**config.mk**
```make
export PLATFORM = sky130hd
export DESIGN_NAME = link_trailer_appender
export DESIGN_NICKNAME = d
export VERILOG_FILES = /design/src/rtl/lta_pkg.sv /design/src/rtl/lta_accum.sv /design/src/rtl/lta_hold.sv /design/src/rtl/lta_trailer_sel.sv /design/src/rtl/link_trailer_appender.sv
export SDC_FILE = /design/constraint.sdc
export NUM_CORES = 1
export LEC_CHECK = 0
export BUFFER_PORTS_ARGS = -buffer_cell sky130_fd_sc_hd__buf_4
export CAP_MARGIN = 20
export CORE_ASPECT_RATIO = 0.75
export CORE_MARGIN = 3
export CORE_UTILIZATION = 40
export CTS_CLUSTER_DIAMETER = 50
export DETAILED_ROUTE_END_ITERATION = 6
export GPL_TIMING_DRIVEN = 0
export PLACE_DENSITY = 0.69
export SYNTH_ARGS = -nofsm -noshare
export SYNTH_HDL_FRONTEND = slang
export SYNTH_SLANG_ARGS = --single-unit
```
**constraint.sdc**
```tcl
create_clock -name clk -period 2.5 [get_ports clk]
set_input_delay 0.25 -clock clk [delete_from_list [all_inputs] [get_ports clk]]
set_output_delay 0.25 -clock clk [all_outputs]
set_load 0.005 [all_outputs]
```
**src/rtl/lta_pkg.sv**
```systemverilog
package lta_pkg;
  typedef enum logic [1:0] {
    K_DATA = 2'd0,
    K_SOE  = 2'd1,
    K_EOE  = 2'd2,
    K_RSV  = 2'd3
  } kind_e;

  typedef enum logic {
    ST_PASS  = 1'b0,
    ST_TRAIL = 1'b1
  } st_e;
endpackage

```
**src/rtl/lta_accum.sv**
```systemverilog
// Running XOR parity and sticky receive-error flag for one event.
module lta_accum #(
  parameter int DW = 8
) (
  input  logic          clk,
  input  logic          rst_n,
  input  logic          clear,
  input  logic          add,
  input  logic [DW-1:0] din,
  input  logic          err_in,
  output logic [DW-1:0] par,
  output logic          err
);
  always_ff @(posedge clk or negedge rst_n) begin
    if (!rst_n) begin
      par <= '0;
      err <= 1'b0;
    end else if (clear) begin
      par <= '0;
      err <= 1'b0;
    end else if (add) begin
      par <= par ^ din;
      err <= err | err_in;
    end
  end
endmodule

```
**src/rtl/lta_hold.sv**
```systemverilog
// Two-deep hold-back of the newest data bytes (wide variant only).
module lta_hold #(
  parameter int DW     = 8,
  parameter bit ENABLE = 1'b1
) (
  input  logic          clk,
  input  logic          rst_n,
  input  logic          clear,
  input  logic          push,
  input  logic [DW-1:0] din,
  output logic          full,
  output logic [DW-1:0] older,
  output logic [DW-1:0] newer
);
  generate
    if (ENABLE) begin : g_hold
      logic [1:0] cnt;
      always_ff @(posedge clk or negedge rst_n) begin
        if (!rst_n) begin
          cnt   <= '0;
          older <= '0;
          newer <= '0;
        end else if (clear) begin
          cnt   <= '0;
          older <= '0;
          newer <= '0;
        end else if (push) begin
          older <= newer;
          newer <= din;
          if (cnt != 2'd2) cnt <= cnt + 2'd1;
        end
      end
      assign full = (cnt == 2'd2);
    end else begin : g_none
      logic unused_hold;
      assign unused_hold = ^{clk, rst_n, clear, push, din};
      assign full  = 1'b1;
      assign older = '0;
      assign newer = '0;
    end
  endgenerate
endmodule

```
**src/rtl/lta_trailer_sel.sv**
```systemverilog
// Picks the trailer byte for the current trailer index.
module lta_trailer_sel #(
  parameter int         DW      = 8,
  parameter int         TRL_LEN = 2,
  parameter int         IDX_W   = 1,
  parameter bit         WIDE    = 1'b0,
  parameter logic [1:0] CARD_ID = 2'd0
) (
  input  logic [IDX_W-1:0] idx,
  input  logic [DW-1:0]    par,
  input  logic             err,
  input  logic [DW-1:0]    older,
  input  logic [DW-1:0]    newer,
  output logic [DW-1:0]    byte_o
);
  localparam logic [IDX_W-1:0] PAR_IDX = IDX_W'(TRL_LEN - 2);
  localparam logic [IDX_W-1:0] STS_IDX = IDX_W'(TRL_LEN - 1);

  logic [DW-1:0] sts;
  always_comb begin
    sts       = '0;
    sts[DW-1] = err;
    sts[1:0]  = CARD_ID;
  end

  generate
    if (WIDE) begin : g_wide
      always_comb begin
        if (idx == IDX_W'(0))      byte_o = older;
        else if (idx == IDX_W'(1)) byte_o = newer;
        else if (idx == PAR_IDX)   byte_o = par;
        else if (idx == STS_IDX)   byte_o = sts;
        else                       byte_o = '0;
      end
    end else begin : g_short
      logic unused_sel;
      assign unused_sel = ^{older, newer};
      assign byte_o = (idx == PAR_IDX) ? par : sts;
    end
  endgenerate
endmodule

```
**src/rtl/link_trailer_appender.sv**
```systemverilog
module link_trailer_appender
  import lta_pkg::*;
#(
  parameter int         DW      = 8,
  parameter bit         WIDE    = 1'b0,
  parameter logic [1:0] CARD_ID = 2'd0
) (
  input  logic          clk,
  input  logic          rst_n,
  input  logic          in_valid,
  output logic          in_ready,
  input  logic [1:0]    in_kind,
  input  logic [DW-1:0] in_data,
  input  logic          in_rx_err,
  output logic          out_valid,
  input  logic          out_ready,
  output logic [1:0]    out_kind,
  output logic [DW-1:0] out_data
);
  localparam int TRL_LEN = WIDE ? 16 : 2;
  localparam int IDX_W   = $clog2(TRL_LEN);
  localparam logic [IDX_W-1:0] LAST_IDX = IDX_W'(TRL_LEN - 1);

  st_e              st;
  logic [IDX_W-1:0] idx;
  logic             trl_done;
  kind_e            kin;
  logic             in_fire, data_fire, soe_fire, eoe_fire, trl_last_fire;
  logic             in_trl;
  logic [DW-1:0]    acc_par;
  logic             acc_err;
  logic             hold_full;
  logic [DW-1:0]    hold_old, hold_new, trl_byte, fwd_byte;

  assign kin           = kind_e'(in_kind);
  assign in_trl        = (st == ST_TRAIL);
  assign in_fire       = in_valid && in_ready;
  assign data_fire     = in_fire && (kin == K_DATA);
  assign soe_fire      = in_fire && (kin == K_SOE);
  assign eoe_fire      = in_fire && (kin == K_EOE);
  assign trl_last_fire = in_trl && out_ready && (idx == LAST_IDX);
  assign fwd_byte      = WIDE ? hold_old : in_data;

  lta_accum #(.DW(DW)) u_accum (
    .clk(clk), .rst_n(rst_n), .clear(soe_fire), .add(data_fire),
    .din(in_data), .err_in(in_rx_err), .par(acc_par), .err(acc_err)
  );

  lta_hold #(.DW(DW), .ENABLE(WIDE)) u_hold (
    .clk(clk), .rst_n(rst_n), .clear(soe_fire || trl_last_fire),
    .push(data_fire), .din(in_data), .full(hold_full),
    .older(hold_old), .newer(hold_new)
  );

  lta_trailer_sel #(
    .DW(DW), .TRL_LEN(TRL_LEN), .IDX_W(IDX_W), .WIDE(WIDE), .CARD_ID(CARD_ID)
  ) u_sel (
    .idx(idx), .par(acc_par), .err(acc_err), .older(hold_old),
    .newer(hold_new), .byte_o(trl_byte)
  );

  always_comb begin
    out_valid = 1'b0;
    in_ready  = 1'b0;
    out_kind  = in_kind;
    out_data  = in_data;
    if (in_trl) begin
      out_valid = 1'b1;
      out_kind  = K_DATA;
      out_data  = trl_byte;
    end else if (in_valid && (kin == K_EOE) && !trl_done) begin
      // end marker waits until the trailer has been sent
    end else if ((kin == K_DATA) && !hold_full) begin
      in_ready = 1'b1;
    end else begin
      out_valid = in_valid;
      in_ready  = out_ready;
      if (kin == K_DATA) out_data = fwd_byte;
    end
  end

  always_ff @(posedge clk or negedge rst_n) begin
    if (!rst_n) begin
      st       <= ST_PASS;
      idx      <= '0;
      trl_done <= 1'b0;
    end else begin
      if (!in_trl && in_valid && (kin == K_EOE) && !trl_done) begin
        st  <= ST_TRAIL;
        idx <= '0;
      end else if (in_trl && out_ready) begin
        if (idx == LAST_IDX) begin
          st       <= ST_PASS;
          trl_done <= 1'b1;
        end else begin
          idx <= idx + IDX_W'(1);
        end
      end
      if (eoe_fire) trl_done <= 1'b0;
    end
  end
endmodule

```
==> impl_metrics.ini, run 1 <==
[synthesis]
avgSynthCellArea_um2 = 8.95
synth_top_family_by_area = simple AND/OR/NAND/NOR gates
synth-simple-area-share_pct = 32.5
yosysMostFrequentCell = dfrtp_1
yosys_warnings = 0
ys_seq_area_share_pct = 38.6
synth_top_cell_by_area = dfrtp_1
ys_ff_latch = 12
synth_xor_area_share_pct = 0
synth_commonest_cells = dfrtp_1, nor3b_1, a211o_1, inv_1, nand2_1
synth.area.top_cells = dfrtp_1, a211o_1, nor3b_1
synthMuxAreaShare_pct = 1.29
synthCells = 87
synthArstFlopShare_pct = 100
synth-main-ff-cell = dfrtp_1
synth_edf_count = 0
netlist_area_um2 = 778
synth_compound_area_share_pct = 19.6
synthDistinctLibCells = 23
synth.top_cell.area_share_pct = 38.6
syn_nets = 102
synth-adder-area-share_pct = 0

[sta]
timing.hold.ws_ns = 0.208
rsz0062_at_grt = no
slew_viol_final = 0
setup_viol = 0
worst_pin_slew_ns = 0.442
relSlewSlack_pct = 70.5
clock.fmax_mhz = 561
final_hold_viol_count = 0
min_period_over_period_pct = 71.3
finalSetupTns_ns = 0
fin_crit_ns = 1.78
skew_ns = 0.00577

[clock_tree]
htreeDepth = 1
cts.path.max_buffers = 2
clkLatencyLatePin_ns = 0.27
cts_resized = 0
root_buffer = clkbuf_4
cts.clk_slew.worst_paths_ns = 0.08
postCtsSetupRepairBufs = 0
cts_made_buffers = 3
hold_buffers = 1
clkSinkCount = 12
cts_tree = done

[critical_path]
worstPathArrival_ns = 1.53
slowest_delay_ns = 0.37
worstPathRequired_ns = 2.25
cpMaxStageDelayCell = dfrtp_1
cp_max_fo = 9
criticalPathCategory = flip-flop to output pin
cp_cell_sequence = clkbuf_1 > nor2b_1 > nand2_1 > o21ai_0 > buf_4
crit_path_start_kind = flip-flop
cp-end-kind = output pin
r2r_start = in_trl
crit_buf_inv = 2
startpoint = idx
path_delay_family = simple AND/OR/NAND/NOR gates

[finish]
fillers = 158
drive_gt1_share_pct = 31.4
syn2layout_area_growth_pct = 34.6
antennaDiodeCount = 0
final_cells = 140
layout.nets = 134
post-route-util_pct = 58.5

[placement]
place_congestion = 0.793
port_buffers = 26
placed_cells = 135
dpl.hpwl_mm = 1.47

[floorplanning]
rows = 13
die_w_um = 56.9
die_area_um2 = 2520
die_h_um = 44.2
coreArea_um2 = 1790
io_pins = 27
start_util_pct = 43.5

[grt]
antenna_found_initial = 0
grt_max_degree = 13
grt_pass1_wl_mm = 3.27
grt_overflow = 0
grt_pass1_vias = 733
grtUsageTotal_pct = 16.4

[pwr]
ir_drop_uv = 460
power.total_mw = 0.999
p_per_area_nw_per_um2 = 954
p_leak_nw = 0.460

[routing]
route.detailed.drc = 0
wl_per_cell_um = 14.5
first_pass_iters = 6
wirelength_mm = 2.02
viasPerCell = 5.64
drtIter0Drc = 17
num_vias = 790
drtAntennaViolNets = 0

[worst_hold_path]
worstHoldStart = out_ready
hp-class = input port to flip-flop

[outcome]
run_status = complete, no violations

[run]
max_cap_violations = 0
sequential cells by signal (all words and copies together) (netlist names):
signal and flops:
idx 1, in_trl 1, trl_done 1, u_accum.err 1, u_accum.par 8
cell usage in the layout (no fill, tap or decap), drive strengths merged:
cell,n
mux2i,1
nand2,7
dfrtp,12
dlygate4sd3,1
nor2b,3
and4bb,2
nor4b,1
nand4b,1
a21oi,6
a211o,8
o21ai,4
a21o,1
nor4,7
clkbuf,7
buf,30
nor3b,9
inv,7
a31oi,1
nor2,5
nand4bb,2
o22ai,3
area by class of cell:
| class | instances | area, um2 | area share (%) |
|---|---|---|---|
| sequential | 12 | 300 | 28.7 |
| tap | 22 | 27.5 | 2.63 |
| multi-input combinational | 61 | 415 | 39.7 |
| clock buffer | 4 | 36.3 | 3.46 |
| buffer | 7 | 36.3 | 3.46 |
| timing repair buffer | 27 | 205 | 19.6 |
| inverter | 7 | 26.3 | 2.51 |
logic make-up after synthesis:
family                 count (synthesis)
buffers and inverters                 14
AOI/OAI and AO/OA                     23
and+or+nand+nor                       37
DFF                                   12
muxes                                  1
metrics by stage:
stage                     area (um2)  worst slack [ns]
after floorplan                  778              1.28
after global placement          1000              1.08
after detailed placement        1000              1.04
after CTS                       1050             0.737
after global routing            1050             0.592
final                           1050             0.718
routing by layer:
metal / track usage (%) / vias up / wire, um
li1: - / 384 / -
met1: 21.5 / 383 / 892
met2: 28.7 / 23 / 1010
met3: 4.66 / 0 / 121
met4: 0.926 / 0 / 0
met5: 0 / - / 0
worst paths after layout:
path | to | depth (start not counted) | slack (ns)
max | out_data[2] | 5 | 0.72
min in group asynchronous | trl_done | 2 | 0.37
min | in_trl | 2 | 0.21
max in group asynchronous | u_accum.par[1] | 2 | 1.97
min reg2reg | u_accum.err | 2 | 0.54
max reg2reg | u_accum.par[6] | 4 | 1.14
power breakdown:
part | switching [mW] | internal [mW] | leakage [nW] | total, mW
Clock | 0.0640 | 0.0885 | 0.0210 | 0.153
Sequential | 0.0714 | 0.276 | 0.130 | 0.348
Combinational | 0.230 | 0.269 | 0.309 | 0.498
Note: power is estimated with default switching activity, not from simulation.
==> inputs of run 2 (changes only) <==
Settings changed: ABC_AREA set to 1, PLACE_DENSITY 0.69 to 0.72.
Clock period 2.5 ns to 1.6 ns, I/O delays scaled along.
==> run 2 against run 1 <==
Design area is 0.48% lower; via count is 0.25% higher; count of clock-buffer cells in the layout stayed put; cell count is 11% higher; clock power is 65% higher; highest routed layer is now met4; critical path type unchanged; largest cell class unchanged; clock skew is 0.0010 ns higher.
==> impl_metrics.ini, run 2 <==
[placement]
preCtsSetupSlack_ns = 0.404
place_congestion = 0.775
dpl.hpwl_mm = 1.35
place_area_um2 = 996
port_buffers = 26

[sta]
fin_crit_ns = 1.48
slew_viol_final = 0
clock.fmax_mhz = 676
final.setup.worst_slack_ns = 0.120
final_hold_viol_count = 0
finalSetupTns_ns = 0
min_period_over_period_pct = 92.5
skew_ns = 0.00678
relSlewSlack_pct = 78.5
setup_viol = 0
worst_pin_slew_ns = 0.322
rsz0062_at_grt = no

[critical_path]
cp-end-kind = output pin
cp_max_fo = 10
rr_endpoint = u_accum.err
r2r_start = in_trl
r2r_setup_slack_ns = 0.36
criticalPathCategory = flip-flop to output pin
slowest_delay_ns = 0.41
cpMaxStageDelayCell = dfrtp_1
cp_cell_sequence = buf_2 > o21ai_0 > o21ai_1 > buf_4
crit_path_start_kind = flip-flop
worstPathArrival_ns = 1.32
worstPathRequired_ns = 1.44
ff2ff_path_depth = 6

[outcome]
run_status = complete, no violations

[pwr]
p_per_area_nw_per_um2 = 1370
ir_drop_uv = 763
p_leak_nw = 0.592
power.total_mw = 1.43

[synthesis]
ys_seq_area_share_pct = 38.8
synth_edf_count = 0
synthDistinctLibCells = 19
synth_commonest_cells = nand2_1, nand3_1, dfrtp_1, nor2_1, xor2_1
synthCells = 103
netlist_area_um2 = 773
avgSynthCellArea_um2 = 7.51
syn_nets = 118
yosysMostFrequentCell = nand2_1
synth_top_cell_by_area = dfrtp_1
ys_ff_latch = 12
synth-main-ff-cell = dfrtp_1
synth.top_cell.area_share_pct = 38.8
yosys_warnings = 0
synth.area.top_cells = dfrtp_1, nand2_1, nand3_1
synthArstFlopShare_pct = 100

[floorplanning]
start_util_pct = 43.6
rows = 13
io_pins = 27
die_w_um = 56.8
coreArea_um2 = 1770
die_area_um2 = 2500
die_h_um = 44.1

[clock_tree]
cts.clk_slew.worst_paths_ns = 0.09
htreeDepth = 1
clkSinkCount = 12
clkLatencyLatePin_ns = 0.28
root_buffer = clkbuf_4
cts_made_buffers = 3
cts_tree = done
cts.path.max_buffers = 2
postCtsSetupRepairBufs = 0

[finish]
seqCellArea_um2 = 300
antennaDiodeCount = 0
drive_gt1_share_pct = 32.1
mostFrequentLayoutCell = nand2_1
post-route-util_pct = 58.8
fillers = 166
regMostFlops = u_accum.par
largest_reg_flops = 8
design_area_um2 = 1040
layout.nets = 150
multi_input_area_um2 = 420
final_cell_mix = nand2_1, buf_4, nand3_1
syn2layout_area_growth_pct = 34.8

[worst_hold_path]
hold_depth = 3
worstHoldStart = out_ready
hold_path_end = idx
hp-class = input port to flip-flop

[routing]
route.detailed.drc = 0
wirelength_mm = 1.88
first_pass_iters = 4
viasPerCell = 5.08
num_vias = 792
drtIter0Drc = 10
drtAntennaViolNets = 0
wl_per_cell_um = 12.1

[grt]
grtUsageTotal_pct = 16.9
grt_max_degree = 13
grt_pass1_vias = 716
grt_pass1_wl_mm = 3.19
antenna_found_initial = 0
grt_overflow = 0

[run]
max_cap_violations = 0
-- run 2: how the worst max path moves through the flow --
stage                 from           to  slack, ns  cells past startpoint
finish              in_trl  out_data[7]       0.12                      4
global route        in_trl  out_data[7]       0.04                      4
CTS                 in_trl  out_data[7]       0.13                      4
detailed placement  in_trl  u_accum.err       0.40                      6
global placement    in_trl  u_accum.err       0.41                      6
floorplan           in_trl  u_accum.err       0.57                      6
-- run 2: metrics by stage --
step                hold slack [ns]  instances
floorplan                    -0.136        103
global placement             0.0134        151
detailed placement           0.0109        151
CTS                           0.135        156
global route                  0.161        156
finish                        0.135        156
-- run 2: logic make-up (layout without fill, tap and decap cells) --
family                 Yosys count  count (layout)  share of synthesized area, %
flip-flops                      12              12                          38.8
AO/OA/AOI/OAI                    5               5                          3.23
AND/OR/NAND/NOR                 67              67                          42.1
buffers and inverters           11              42                          6.79
XOR/XNOR                         8               8                          9.06
-- run 2: power breakdown --
part	switching, mW	leakage [nW]	internal, mW
registers	0.103	0.151	0.430
logic	0.343	0.420	0.304
clock network	0.113	0.0210	0.139
total	0.559	0.592	0.872
-- run 2: worst max-delay path, delay by kind of cell (launching register included) --
kind,cells,cell delay [ns]
flip-flops,1,0.41
buffers and inverters,2,0.37
AO/OA/AOI/OAI,2,0.25
-- run 2: repair_timing --
action	CTS	global route
hold buffers	1	0
endpoints found under the hold margin	12	0
resized for setup	0	0
-- run 2: metal layers --
layer  share of wire (%)  routed length, um  track usage (%)  vias up
met1                  46                872             22.0      363
li1                    -                  -                -      392
met2                  45                841             27.2       35
met4                0.58                 11             5.56        0
met3                 8.3                156             5.25        2
met5                   0                  0                0        -
-- run 2: layout make-up --
type	instances	area share, %
Buffer	2	1.56
Tap cell	22	2.64
Sequential cell	12	28.8
Inverter	9	3.48
Multi-Input combinational cell	80	40.3
Clock buffer	4	3.48
Timing Repair Buffer	27	19.7
==> inputs of run 3 (changes only) <==
Settings changed: CORE_ASPECT_RATIO 0.75 to not set.
==> run 3 against run 2 <==
Clock skew is 0.0042 ns lower; highest routed layer unchanged; design area is 0.96% lower; worst setup slack better by 0.023 ns; wire length is 2.2% higher; total power is 3.8% lower; first-iteration DRC count stayed put; clock power is 26% lower; count of clock-buffer cells in the layout is 1 lower; worst hold slack better by 0.0084 ns; critical path depth stayed put; sequential share of layout area is 0.28 points higher; combinational power hardly changed; critical path type unchanged.
==> impl_metrics.ini, run 3 (synthesis results as in run 2) <==
[finish]
final_cell_mix = nand2_1, buf_4, nand3_1
mostFrequentLayoutCell = nand2_1
design_area_um2 = 1030
syn2layout_area_growth_pct = 33.5
largest_reg_flops = 8
drive_gt1_share_pct = 31.6
antennaDiodeCount = 0
layout.nets = 150
regMostFlops = u_accum.par

[floorplanning]
die_h_um = 50.0
io_pins = 27
coreArea_um2 = 1780
start_util_pct = 43.4
rows = 15
die_w_um = 50.0
die_area_um2 = 2500

[sta]
relSlewSlack_pct = 78.8
final.setup.worst_slack_ns = 0.143
final_hold_viol_count = 0
setup_viol = 0
clock.fmax_mhz = 686
finalSetupTns_ns = 0
skew_ns = 0.00261
worst_pin_slew_ns = 0.317
min_period_over_period_pct = 91.1
fin_crit_ns = 1.46
rsz0062_at_grt = no
slew_viol_final = 0

[routing]
wirelength_mm = 1.92
first_pass_iters = 5
viasPerCell = 4.96
wl_per_cell_um = 12.2
route.detailed.drc = 0
drtIter0Drc = 10
num_vias = 783
drtAntennaViolNets = 0

[clock_tree]
cts_made_buffers = 3
clkSinkCount = 12
cts_resized = 0
cts.clk_slew.worst_paths_ns = 0.07
htreeDepth = 1
root_buffer = clkbuf_4
cts_tree = done
clkLatencyLatePin_ns = 0.27
postCtsSetupRepairBufs = 0
hold_buffers = 1
cts.path.max_buffers = 2

[critical_path]
crit_buf_inv = 2
r2r_setup_slack_ns = 0.37
r2r_start = in_trl
path_delay_family = flip-flops
rr_endpoint = u_accum.par[3]
cp-end-kind = output pin
criticalPathCategory = flip-flop to output pin
cp_cell_sequence = buf_2 > o21ai_0 > o21ai_1 > buf_4
startpoint = in_trl
crit_end = out_data[7]
worstPathArrival_ns = 1.30
cpMaxStageDelayCell = dfrtp_1
crit_path_start_kind = flip-flop
worstPathRequired_ns = 1.44
cp_max_fo = 10
cp_num_cells = 4
slowest_delay_ns = 0.40
ff2ff_path_depth = 6

[pwr]
p_per_area_nw_per_um2 = 1330
power_switching_mw = 0.556
switching_share_pct = 40.4
internal_power_mw = 0.821
ir_drop_uv = 666
p_seq_share_pct = 39.3
p_leak_nw = 0.585
clock_power_share_pct = 13.5
combPwrFrac_pct = 47.1

[grt]
grt_pass1_wl_mm = 3.31
antenna_found_initial = 0
grtUsageTotal_pct = 17.2
grt_pass1_vias = 784
grt_overflow = 0
grt_max_degree = 13

[placement]
preCtsSetupSlack_ns = 0.387
port_buffers = 26
dpl.hpwl_mm = 1.43
place_congestion = 0.828
place_area_um2 = 1000

[run]
max_cap_violations = 0

[worst_hold_path]
hp-class = input port to flip-flop
hold_depth = 3

[outcome]
run_status = complete, no violations
## run 3: cell count changes in the layout (fill, tap and decap cells not counted)
cell,previous run,this run
clkbuf_8,1,0
## run 3: metal layers
layer	vias up	part of all wire, %	global-route usage (%)
met1	379	43	19.1
met4	0	0.78	4.15
met3	2	4.0	6.04
met5	-	0	0
met2	14	52	30.8
li1	388	-	-
## run 3: area by class of cell
cell class / instances / area, um2
Buffer: 2 / 16.3
Timing Repair Buffer: 27 / 205
Sequential cell: 12 / 300
Clock buffer: 3 / 22.5
Inverter: 9 / 36.3
Multi-Input combinational cell: 80 / 420
Fill cell: 168 / 751
Tap cell: 25 / 31.3
## run 3: worst reg2reg max path: stages (launching register included)
cell and delay, ns:
dfrtp_1 0.42, inv_2 0.10, buf_6 0.15, nand3_2 0.10
nor2_4 0.22, nand3_1 0.12, nand2_1 0.07
## run 3: worst min path at each step
stage / start / endpoint / slack, ns
after floorplan: rst_n / idx / -0.14
after global placement: rst_n / u_accum.par[7] / 0.007
after detailed placement: rst_n / u_accum.par[7] / 0.01
after CTS: out_ready / idx / 0.15
after global routing: out_ready / idx / 0.17
final: out_ready / idx / 0.14
## run 3: through the flow
stage	power [mW]	std cells	utilization [%]	hold slack, ns
final	1.38	158	57.9	0.143
after global routing	1.48	158	57.9	0.174
after CTS	1.38	158	57.9	0.145
after detailed placement	1.19	154	56.1	0.0105
after global placement	1.17	154	56.1	0.00714
after floorplan	0.933	103	-	-0.136
## run 3: power groups by stage
stage          sequential, mW  clock, mW  combinational (mW)
4_1_cts                 0.539      0.190               0.655
6_report                0.542      0.186               0.649
5_1_grt                 0.553      0.203               0.728
3_3_place_gp            0.536          0               0.633
3_5_place_dp            0.545          0               0.649
2_1_floorplan           0.522          0               0.411
